--- src/rtl/pte_walk_pkg.sv ---
package pte_walk_pkg;

    localparam int SEG_W           = 24;
    localparam int SLOTS_PER_GROUP = 8;

    localparam logic [31:0] W1_CMP_MASK = 32'hFFFF_F07B;
    localparam logic [31:0] REF_BIT     = 32'h0000_0100;
    localparam logic [31:0] CHG_BIT     = 32'h0000_0080;
    localparam logic [31:0] RPN_MASK    = 32'hFFFF_F000;
    localparam logic [31:0] W0_CTL_BITS = 32'h8000_0040;

    typedef enum logic [1:0] {
        RES_HIT   = 2'd0,
        RES_MISS  = 2'd1,
        RES_FAULT = 2'd2
    } walk_res_e;

    typedef enum logic [1:0] {
        ST_IDLE = 2'd0,
        ST_RD0  = 2'd1,
        ST_RD1  = 2'd2,
        ST_WB   = 2'd3
    } walk_st_e;

endpackage

--- src/rtl/pte_hash_calc.sv ---
module pte_hash_calc
    import pte_walk_pkg::*;
(
    input  logic [15:0]      pidx,
    input  logic [SEG_W-1:0] seg_id,
    input  logic [15:0]      tbase,
    input  logic [8:0]       tmsk,
    input  logic             sec,
    output logic [31:0]      grp_addr,
    output logic [31:0]      cmp_word
);
    logic [31:0] h_pri;
    logic [31:0] h_sec;
    logic [31:0] msk;

    always_comb begin
        h_pri    = ((32'(seg_id) ^ 32'(pidx)) & 32'h0007_FFFF) << 6;
        h_sec    = ~h_pri & 32'h01FF_FFC0;
        msk      = {7'b0, tmsk, 16'h0} | 32'h0000_FFC0;
        grp_addr = {tbase, 16'h0} | ((sec ? h_sec : h_pri) & msk);
        cmp_word = {1'b0, seg_id, 7'b0} | {26'b0, pidx[15:10]};
    end
endmodule

--- src/rtl/pte_access_decode.sv ---
module pte_access_decode (
    input  logic       key,
    input  logic [1:0] pp,
    output logic       can_rd,
    output logic       can_wr
);
    always_comb begin
        if (!key) begin
            can_rd = 1'b1;
            can_wr = (pp != 2'd3);
        end else begin
            can_rd = (pp != 2'd0);
            can_wr = (pp == 2'd2);
        end
    end
endmodule

--- src/rtl/pte_group_walker.sv ---
module pte_group_walker
    import pte_walk_pkg::*;
#(
    parameter int N_SLOTS = SLOTS_PER_GROUP
) (
    input  logic             clk,
    input  logic             rst_n,
    input  logic             start,
    input  logic [31:0]      ea,
    input  logic [SEG_W-1:0] seg_id,
    input  logic             key,
    input  logic             is_write,
    input  logic [31:0]      tbl_reg,
    output logic             done,
    output logic [1:0]       result,
    output logic [31:0]      rpn,
    output logic             perm_rd,
    output logic             perm_wr,
    output logic             mem_req,
    output logic             mem_we,
    output logic [31:0]      mem_addr,
    output logic [31:0]      mem_wdata,
    input  logic             mem_ready,
    input  logic [31:0]      mem_rdata
);
    localparam int IDX_W = $clog2(N_SLOTS);
    localparam logic [IDX_W-1:0] LAST_IDX = IDX_W'(N_SLOTS - 1);

    typedef struct packed {
        walk_st_e         st;
        logic             pass;
        logic [IDX_W-1:0] idx;
        logic             found;
        logic             hitq;
        logic [31:0]      keep;
        logic [IDX_W-1:0] kidx;
        logic [15:0]      pidx;
        logic [SEG_W-1:0] seg;
        logic             key;
        logic             wr;
        logic [15:0]      tbase;
        logic [8:0]       tmsk;
        logic             done;
        walk_res_e        res;
        logic [31:0]      rpn;
        logic             ord;
        logic             owr;
    } walk_t;

    walk_t q, d;

    logic [31:0] grp_addr;
    logic [31:0] cmp_word;
    logic        can_rd, can_wr;
    logic        end_pass, incons, w0_hit, allowed;
    logic [31:0] upd;
    logic        unused_ok;

    assign unused_ok = ^{ea[31:28], ea[11:0], tbl_reg[15:9]};

    pte_hash_calc u_hash (
        .pidx     (q.pidx),
        .seg_id   (q.seg),
        .tbase    (q.tbase),
        .tmsk     (q.tmsk),
        .sec      (q.pass),
        .grp_addr (grp_addr),
        .cmp_word (cmp_word)
    );

    pte_access_decode u_acc (
        .key    (q.key),
        .pp     (mem_rdata[1:0]),
        .can_rd (can_rd),
        .can_wr (can_wr)
    );

    // Memory side
    always_comb begin
        mem_req   = (q.st != ST_IDLE);
        mem_we    = (q.st == ST_WB);
        mem_wdata = q.keep;
        case (q.st)
            ST_RD1:  mem_addr = grp_addr + 32'({q.idx, 3'b100});
            ST_WB:   mem_addr = grp_addr + 32'({q.kidx, 3'b100});
            default: mem_addr = grp_addr + 32'({q.idx, 3'b000});
        endcase
    end

    // Next-state computation
    always_comb begin
        d        = q;
        d.done   = 1'b0;
        end_pass = 1'b0;
        incons   = 1'b0;
        upd      = '0;
        w0_hit   = mem_rdata[31] && (mem_rdata[6] == q.pass) &&
                   ((mem_rdata & ~W0_CTL_BITS) == cmp_word);
        allowed  = q.wr ? can_wr : can_rd;

        case (q.st)
            ST_IDLE: begin
                if (start) begin
                    d.pidx  = ea[27:12];
                    d.seg   = seg_id;
                    d.key   = key;
                    d.wr    = is_write;
                    d.tbase = tbl_reg[31:16];
                    d.tmsk  = tbl_reg[8:0];
                    d.pass  = 1'b0;
                    d.idx   = '0;
                    d.found = 1'b0;
                    d.hitq  = 1'b0;
                    d.st    = ST_RD0;
                end
            end
            ST_RD0: begin
                if (mem_ready) begin
                    if (w0_hit)                d.st = ST_RD1;
                    else if (q.idx == LAST_IDX) end_pass = 1'b1;
                    else                        d.idx = q.idx + 1'b1;
                end
            end
            ST_RD1: begin
                if (mem_ready) begin
                    if (q.found && (((q.keep ^ mem_rdata) & W1_CMP_MASK) != '0)) begin
                        incons   = 1'b1;
                        end_pass = 1'b1;
                    end else begin
                        if (!q.found) begin
                            d.found = 1'b1;
                            d.keep  = mem_rdata;
                            d.kidx  = q.idx;
                        end
                        if (!q.hitq) begin
                            d.ord = can_rd;
                            d.owr = can_wr;
                            if (allowed) begin
                                d.hitq = 1'b1;
                                d.keep = mem_rdata;
                                d.kidx = q.idx;
                            end
                        end
                        if (q.idx == LAST_IDX) begin
                            end_pass = 1'b1;
                        end else begin
                            d.idx = q.idx + 1'b1;
                            d.st  = ST_RD0;
                        end
                    end
                end
            end
            ST_WB: begin
                if (mem_ready) begin
                    d.st   = ST_IDLE;
                    d.done = 1'b1;
                end
            end
            default: d.st = ST_IDLE;
        endcase

        if (end_pass) begin
            if (incons || !d.found) begin
                if (!q.pass) begin
                    d.pass  = 1'b1;
                    d.idx   = '0;
                    d.found = 1'b0;
                    d.hitq  = 1'b0;
                    d.st    = ST_RD0;
                end else begin
                    d.st   = ST_IDLE;
                    d.done = 1'b1;
                    d.res  = RES_MISS;
                    d.rpn  = '0;
                    d.ord  = 1'b0;
                    d.owr  = 1'b0;
                end
            end else begin
                upd = d.keep | REF_BIT;
                if ((d.keep & CHG_BIT) == '0) begin
                    if (q.wr && d.hitq) upd = upd | CHG_BIT;
                    else                d.owr = 1'b0;
                end
                d.rpn = d.keep & RPN_MASK;
                d.res = d.hitq ? RES_HIT : RES_FAULT;
                if (upd != d.keep) begin
                    d.keep = upd;
                    d.st   = ST_WB;
                end else begin
                    d.st   = ST_IDLE;
                    d.done = 1'b1;
                end
            end
        end
    end

    always_ff @(posedge clk or negedge rst_n) begin
        if (!rst_n) q <= '0;
        else        q <= d;
    end

    assign done    = q.done;
    assign result  = q.res;
    assign rpn     = q.rpn;
    assign perm_rd = q.ord;
    assign perm_wr = q.owr;

endmodule

--- config.mk ---
export PLATFORM = sky130hd
export DESIGN_NAME = pte_group_walker
export DESIGN_NICKNAME = d
export VERILOG_FILES = /design/src/rtl/pte_walk_pkg.sv /design/src/rtl/pte_hash_calc.sv /design/src/rtl/pte_access_decode.sv /design/src/rtl/pte_group_walker.sv
export SDC_FILE = /design/constraint.sdc
export NUM_CORES = 1
export LEC_CHECK = 0
export ABC_AREA = 1
export BUFFER_PORTS_ARGS = -buffer_cell sky130_fd_sc_hd__buf_2
export CORE_MARGIN = 5
export CORE_UTILIZATION = 25
export DETAILED_ROUTE_END_ITERATION = 12
export GPL_ROUTABILITY_DRIVEN = 0
export PLACE_DENSITY_LB_ADDON = 0.3
export REMOVE_ABC_BUFFERS = 1
export SYNTH_ARGS = -nofsm -noshare
export SYNTH_HDL_FRONTEND = slang
export SYNTH_HIERARCHICAL = 1
export SYNTH_SLANG_ARGS = --single-unit
--- constraint.sdc ---
create_clock -name clk -period 2.2 [get_ports clk]
set_input_delay 0 -clock clk [delete_from_list [all_inputs] [get_ports clk]]
set_output_delay 0 -clock clk [all_outputs]
set_load 0.01 [all_outputs]
==> qor.yml, run 1 <==
r2r_start: "mem_wdata[20]$_DFF_PN0_"
antenna_left: 0
die_x_um: 198
drv_slew: 0
cts_buffers: 17
dieArea_mm2: 0.0392
yosys_warnings: 6
nets: 1541
r2r_end: "q[145]$_DFFE_PN0P_"
ys_ff_latch: 135
pre_cts_ws_ns: -0.220
hold_viol_final: 0
num_vias: 7752
status: "finished with violations"
cts_root_buffer: "clkbuf_16"
grt_pass1_wl_um: 44200
crit_chain: "xnor2_1 -> xor2_4 -> nand2_2 -> nor3_4 -> nand2_2 -> nor2_4 -> nand3_4 -> nor3_4 -> xor2_1 -> buf_2"
critPathRequiredTime_ns: 2.20
worstSetupPathType: "reg2out"
synth_cell_types: 43
ioPinCount: 229
grt_antenna_before_repair: 2
holdPathStages: 4
viasPerCell: 4.14
rrSetupSlack_ns: 0.11
fin_worst_skew_ns: 0.0101
syn_area_per_cell_um2: 8.13
final_common_cell: "nand2_1"
min_from: "start"
whs_ns: 0.0376
synth_top_family_by_area: "simple AND/OR/NAND/NOR gates"
peakVddDrop_uv: 676
power_mw: 20.3
setup_tns_ns: -7.26
max_stage_delay_ns: 0.45
syn_area_mm2: 0.00883
wl_per_cell_um: 15.7
worstSetupStartpointType: "register"
htree_num_levels: 4
path_max_fanout: 4
cts_tree: "built"
synth_compound_area_share_pct: 6.81
final_cell_mix: "270 x nand2_1, 189 x buf_2, 128 x dfrtp_1"
startpoint: "q[71]$_DFFE_PN0P_"
fin_crit_ns: 2.72
drive_gt1_share_pct: 42.8
clock.fmax_ghz: 0.368
grt_setup_unrepaired: "yes"
grt_max_degree: 60
coreArea_mm2: 0.0347
dr.pass1.iters: 4
die_h_um: 198
final_util_pct: 37.9
grt.total_usage_pct: 14.8
reg2regPathDepth: 15
maxCapViolCount: 0
hpwl_um: 21900
synth_xor_area_share_pct: 7.14
synth_fa_ha_area_share_pct: 2.01
clock_sinks: 135
crit_slowest_cell: "xnor2_1"
drc: 0
slew_headroom_pct: 64.0
violations: "negative setup slack"
final_min_period_over_clock_period_pct: 123
ys_seq_area_share_pct: 38.2
synthCells: 1086
worst_slew_pin_slew_ns: 0.536
worstSkewPairLatency_ns: 0.44
synth_mux_area_share_pct: 8.66
wl_um: 29400
hold_path_end: "q[140]$_DFF_PN0_"
grt_pass1_vias: 7904
cellLeakagePower_nw: 6.54
hp-class: "in2reg"
placementRows: 68
drtIter0Drc: 237
setup_ws_ns: -0.517
powerDensity_mw_per_mm2: 1540
ys_async_sr_fraction_pct: 100
clockBufferDepth: 2
ys.flop_type: "dfrtp_1"
syn2layout_area_growth_pct: 48.9
initial_core_util_pct: 25.4
clk_pin_slew_ns: 0.06
port_buffers: 191
end_kind: "output pin"
yosys.area_share.simple_pct: 20.5
fill_cells: 3498
cp_data_arrival_time_ns: 2.72
synth_edf_count: 0
grt_remaining_overflow: 0
setup_viol: 23
## critical path: cells and delay by family, from the launching register on
| family | cells | cell delay (ns) |
|---|---|---|
| buf+inv | 1 | 0.15 |
| xor+xnor | 3 | 0.81 |
| flops | 1 | 0.41 |
| simple gates | 6 | 0.90 |
## worst max path at each step
stage	depth (start not counted)	endpoint
2_1_floorplan	11	done$_DFF_PN0_
3_3_place_gp	14	mem_addr[22]
3_5_place_dp	14	mem_addr[28]
4_1_cts	12	mem_addr[26]
5_1_grt	10	mem_addr[26]
6_report	10	mem_addr[26]
## synthesized netlist by cell type (2+ instances only)
cell type	number	area share [%]
nand2_1	311	13
dfrtp_1	135	38
inv_1	113	4.8
buf_4	112	9.5
mux2_2	67	8.5
nor2_1	56	2.4
o21ai_0	41	2.3
xor2_1	37	3.7
nand3_1	35	2.0
xnor2_1	35	3.5
o21ai_2	18	1.8
a21oi_1	17	0.96
inv_2	15	0.64
ha_1	11	1.6
o21ai_1	9	0.51
buf_2	7	0.40
clkbuf_1	7	0.30
buf_6	5	0.64
nor3_1	5	0.28
nand2_2	4	0.28
nand3_2	4	0.45
nor2_2	4	0.28
nor2_4	4	0.51
nor3_2	4	0.45
a21o_1	3	0.25
o21a_1	3	0.25
a31oi_1	2	0.14
clkbuf_2	2	0.11
conb_1	2	0.085
fa_1	2	0.45
nand4_1	2	0.14
o211ai_1	2	0.17
o22ai_1	2	0.14
## through the flow
step | instance area (um^2) | instances
after floorplan | 7930 | 970
after global placement | 10000 | 1682
after detailed placement | 10000 | 1682
after CTS | 12400 | 1844
after global routing | 13100 | 1871
final | 13100 | 1871
## power breakdown
part,switching (mW),internal [mW]
Combinational,6.57,5.81
Sequential,1.09,3.67
Clock,1.25,1.90
Total,8.91,11.4
## area by class of cell
type | count | area (um^2) | area share, %
Antenna cell | 1 | 2.50 | 0.0190
Clock buffer | 17 | 425 | 3.24
Clock inverter | 15 | 203 | 1.54
Inverter | 129 | 507 | 3.85
Multi-Input combinational cell | 706 | 4920 | 37.4
Sequential cell | 135 | 3390 | 25.8
Tap cell | 455 | 569 | 4.33
Timing Repair Buffer | 413 | 3140 | 23.9
## registers in the layout, summed over array words and instances (netlist names)
register / flops
done: 1
mem_wdata: 32
perm_rd: 1
perm_wr: 1
q: 78
result: 2
rpn: 20
## kinds of logic after synthesis
| kind of cell | Yosys count |
|---|---|
| muxes | 68 |
| other | 2 |
| xor gates and xnor gates | 72 |
| DFF | 135 |
| AOI/OAI and AO/OA | 100 |
| and+or+nand+nor | 433 |
| adders and majority gates | 13 |
| buffers and inverters | 263 |
## layer usage
layer / up-vias / routed length, um / global-route usage (%)
li1: 3888 / - / -
met1: 3663 / 12900 / 18.6
met2: 168 / 14600 / 25.5
met3: 31 / 1500 / 3.96
met4: 2 / 408 / 3.72
met5: - / 7 / 0
## what timing repair did
action	CTS	global route
setup buffers	32	29
endpoints found under the hold margin	254	0
pin swaps	47	72
resized for setup	111	131
hold buffers	100	0
endpoints found under the setup margin	55	75
cloned	0	1
No activity file was read; power rests on OpenSTA's default activity.
==> run 2, diff against run 1 <==
- clock period: 2.2 -> 2.8 ns (I/O delays scaled with it)
==> run 2 against run 1 <==
The run now ends clean. Via count decreased by 5.0%. Wire length down 3.4%. Sequential cell count did not move. Setup slack better by 0.59 ns. Critical path depth grew 2. Critical path type unchanged. Sequential power down 21%. Core utilization is 4.2 points lower. Register-to-register slack better by 0.19 ns. Clock-buffer cell count up 2. Clock skew up 0.00080 ns. Cell area down 11%.
==> qor.yml, run 2 (same netlist as run 1, synthesis figures left out) <==
status: "finished clean"
wl_per_cell_um: 15.9
cellLeakagePower_nw: 5.89
grt_pass1_vias: 7395
viasPerCell: 4.11
powerDensity_mw_per_mm2: 1160
dr.pass1.iters: 4
path_max_fanout: 4
setup_viol: 0
stdcell_count: 1791
worst_slew_pin_slew_ns: 0.724
worstSkewPairLatency_ns: 0.44
largest_reg_flops: 78
slew_headroom_pct: 51.6
grt_pass1_wl_um: 43200
dieArea_mm2: 0.0392
maxCapViolCount: 0
critPathRequiredTime_ns: 2.80
clock.fmax_ghz: 0.366
antenna_left: 0
grt_max_degree: 63
dpl.cell_count: 1634
cts_buffers: 17
ioPinCount: 229
hpwl_um: 20900
num_vias: 7366
initial_core_util_pct: 25.4
nets: 1461
die_x_um: 198
hold_viol_final: 0
clock_sinks: 135
final_common_cell: "nand2_1"
crit_slowest_cell: "dfrtp_2"
grt_antenna_before_repair: 1
hp-class: "in2reg"
placementRows: 68
port_buffers: 191
cts_root_buffer: "clkbuf_16"
post_dp_cell_area_mm2: 0.00961
clockBufferDepth: 2
grt_remaining_overflow: 0
grt.total_usage_pct: 14.4
drc: 0
coreArea_mm2: 0.0347
syn2layout_area_growth_pct: 32.5
worstSetupStartpointType: "register"
peakVddDrop_uv: 481
grt_setup_unrepaired: "yes"
htree_num_levels: 4
cts_tree: "built"
clk_pin_slew_ns: 0.07
final_cell_mix: "299 x nand2_1, 190 x buf_2, 132 x dfrtp_1"
crit_chain: "xnor2_4 -> xor2_4 -> nand2_2 -> nor2_4 -> inv_2 -> nor3_4 -> nand2_2 -> nor2_4 -> nand3_4 -> nor3_4 -> xor2_1 -> buf_2"
drive_gt1_share_pct: 31.9
end_kind: "output pin"
fin_crit_ns: 2.73
die_h_um: 198
drtIter0Drc: 285
cp_data_arrival_time_ns: 2.73
top_register: "q"
final_area_mm2: 0.0117
max_stage_delay_ns: 0.45
fin_worst_skew_ns: 0.0109
final_min_period_over_clock_period_pct: 97.6
worstSetupPathType: "reg2out"
drv_slew: 0
wl_um: 28400
run 2: final cells by class:
type / count / area, um^2
Fill cell: 3677 / 23000
Multi-Input combinational cell: 706 / 4310
Sequential cell: 135 / 3380
Timing Repair Buffer: 332 / 2330
Tap cell: 455 / 569
Inverter: 129 / 502
Clock buffer: 19 / 443
Clock inverter: 13 / 146
Timing Repair inverter: 1 / 11.3
Antenna cell: 1 / 2.50
run 2: power by group:
group          internal, mW  switching, mW  total, mW
logic                  3.23           4.30       7.53
clock network          1.35          0.984       2.33
registers              2.88          0.859       3.74
run 2: timing repair:
| action | 4_1_cts | 5_1_grt |
|---|---|---|
| setup endpoints to repair | 12 | 12 |
| gates cloned | 1 | 1 |
| hold buffers | 100 | 0 |
| resized for setup | 16 | 45 |
| pin swaps | 1 | 21 |
| hold endpoints to repair | 218 | 0 |
| setup buffers | 2 | 20 |
run 2: critical path, delay by kind of cell (launching register included):
kind,cells,cell delay [ns]
DFF,1,0.45
xor gates and xnor gates,3,0.62
and+or+nand+nor,7,0.99
buffers and inverters,2,0.23
run 2: path summary, 6_finish.rpt:
check / startpoint / to / slack (ns) / cells past startpoint
worst max-delay path: q[65]$_DFFE_PN0P_ / mem_addr[26] / 0.07 / 12
worst min-delay path: start / q[62]$_DFFE_PN0P_ / 0.04 / 3
worst max register to register: q[144]$_DFF_PN0_ / mem_wdata[7]$_DFF_PN0_ / 0.30 / 16
worst min register to register: mem_wdata[10]$_DFFE_PN0P_ / mem_wdata[10]$_DFFE_PN0P_ / 0.48 / 2
max in group asynchronous: rst_n / mem_wdata[27]$_DFF_PN0_ / 1.87 / 3
min in group asynchronous: rst_n / q[57]$_DFFE_PN0P_ / 0.05 / 2
run 2: stage by stage:
stage	total power, mW	setup slack, ns	util [%]	hold slack, ns	setup TNS (ns)
floorplan	7.75	-0.511	-	-0.296	-12.67
global placement	10.2	0.349	27.7	-0.0471	0
detailed placement	10.3	0.291	27.7	-0.0458	0
CTS	13.0	-0.0172	32.6	0.00517	-0.0172
global route	14.7	-0.0805	33.7	0.0519	-0.239
finish	13.6	0.0684	33.7	0.0360	0
run 2: routing by layer:
layer	wire, um	share of wire [%]	vias up	GRT usage, %
met5	0	0	-	0
met4	518	1.8	0	4.03
met3	1440	5.1	25	3.57
met2	13600	48	162	24.0
met1	12800	45	3445	18.7
li1	-	-	3734	-
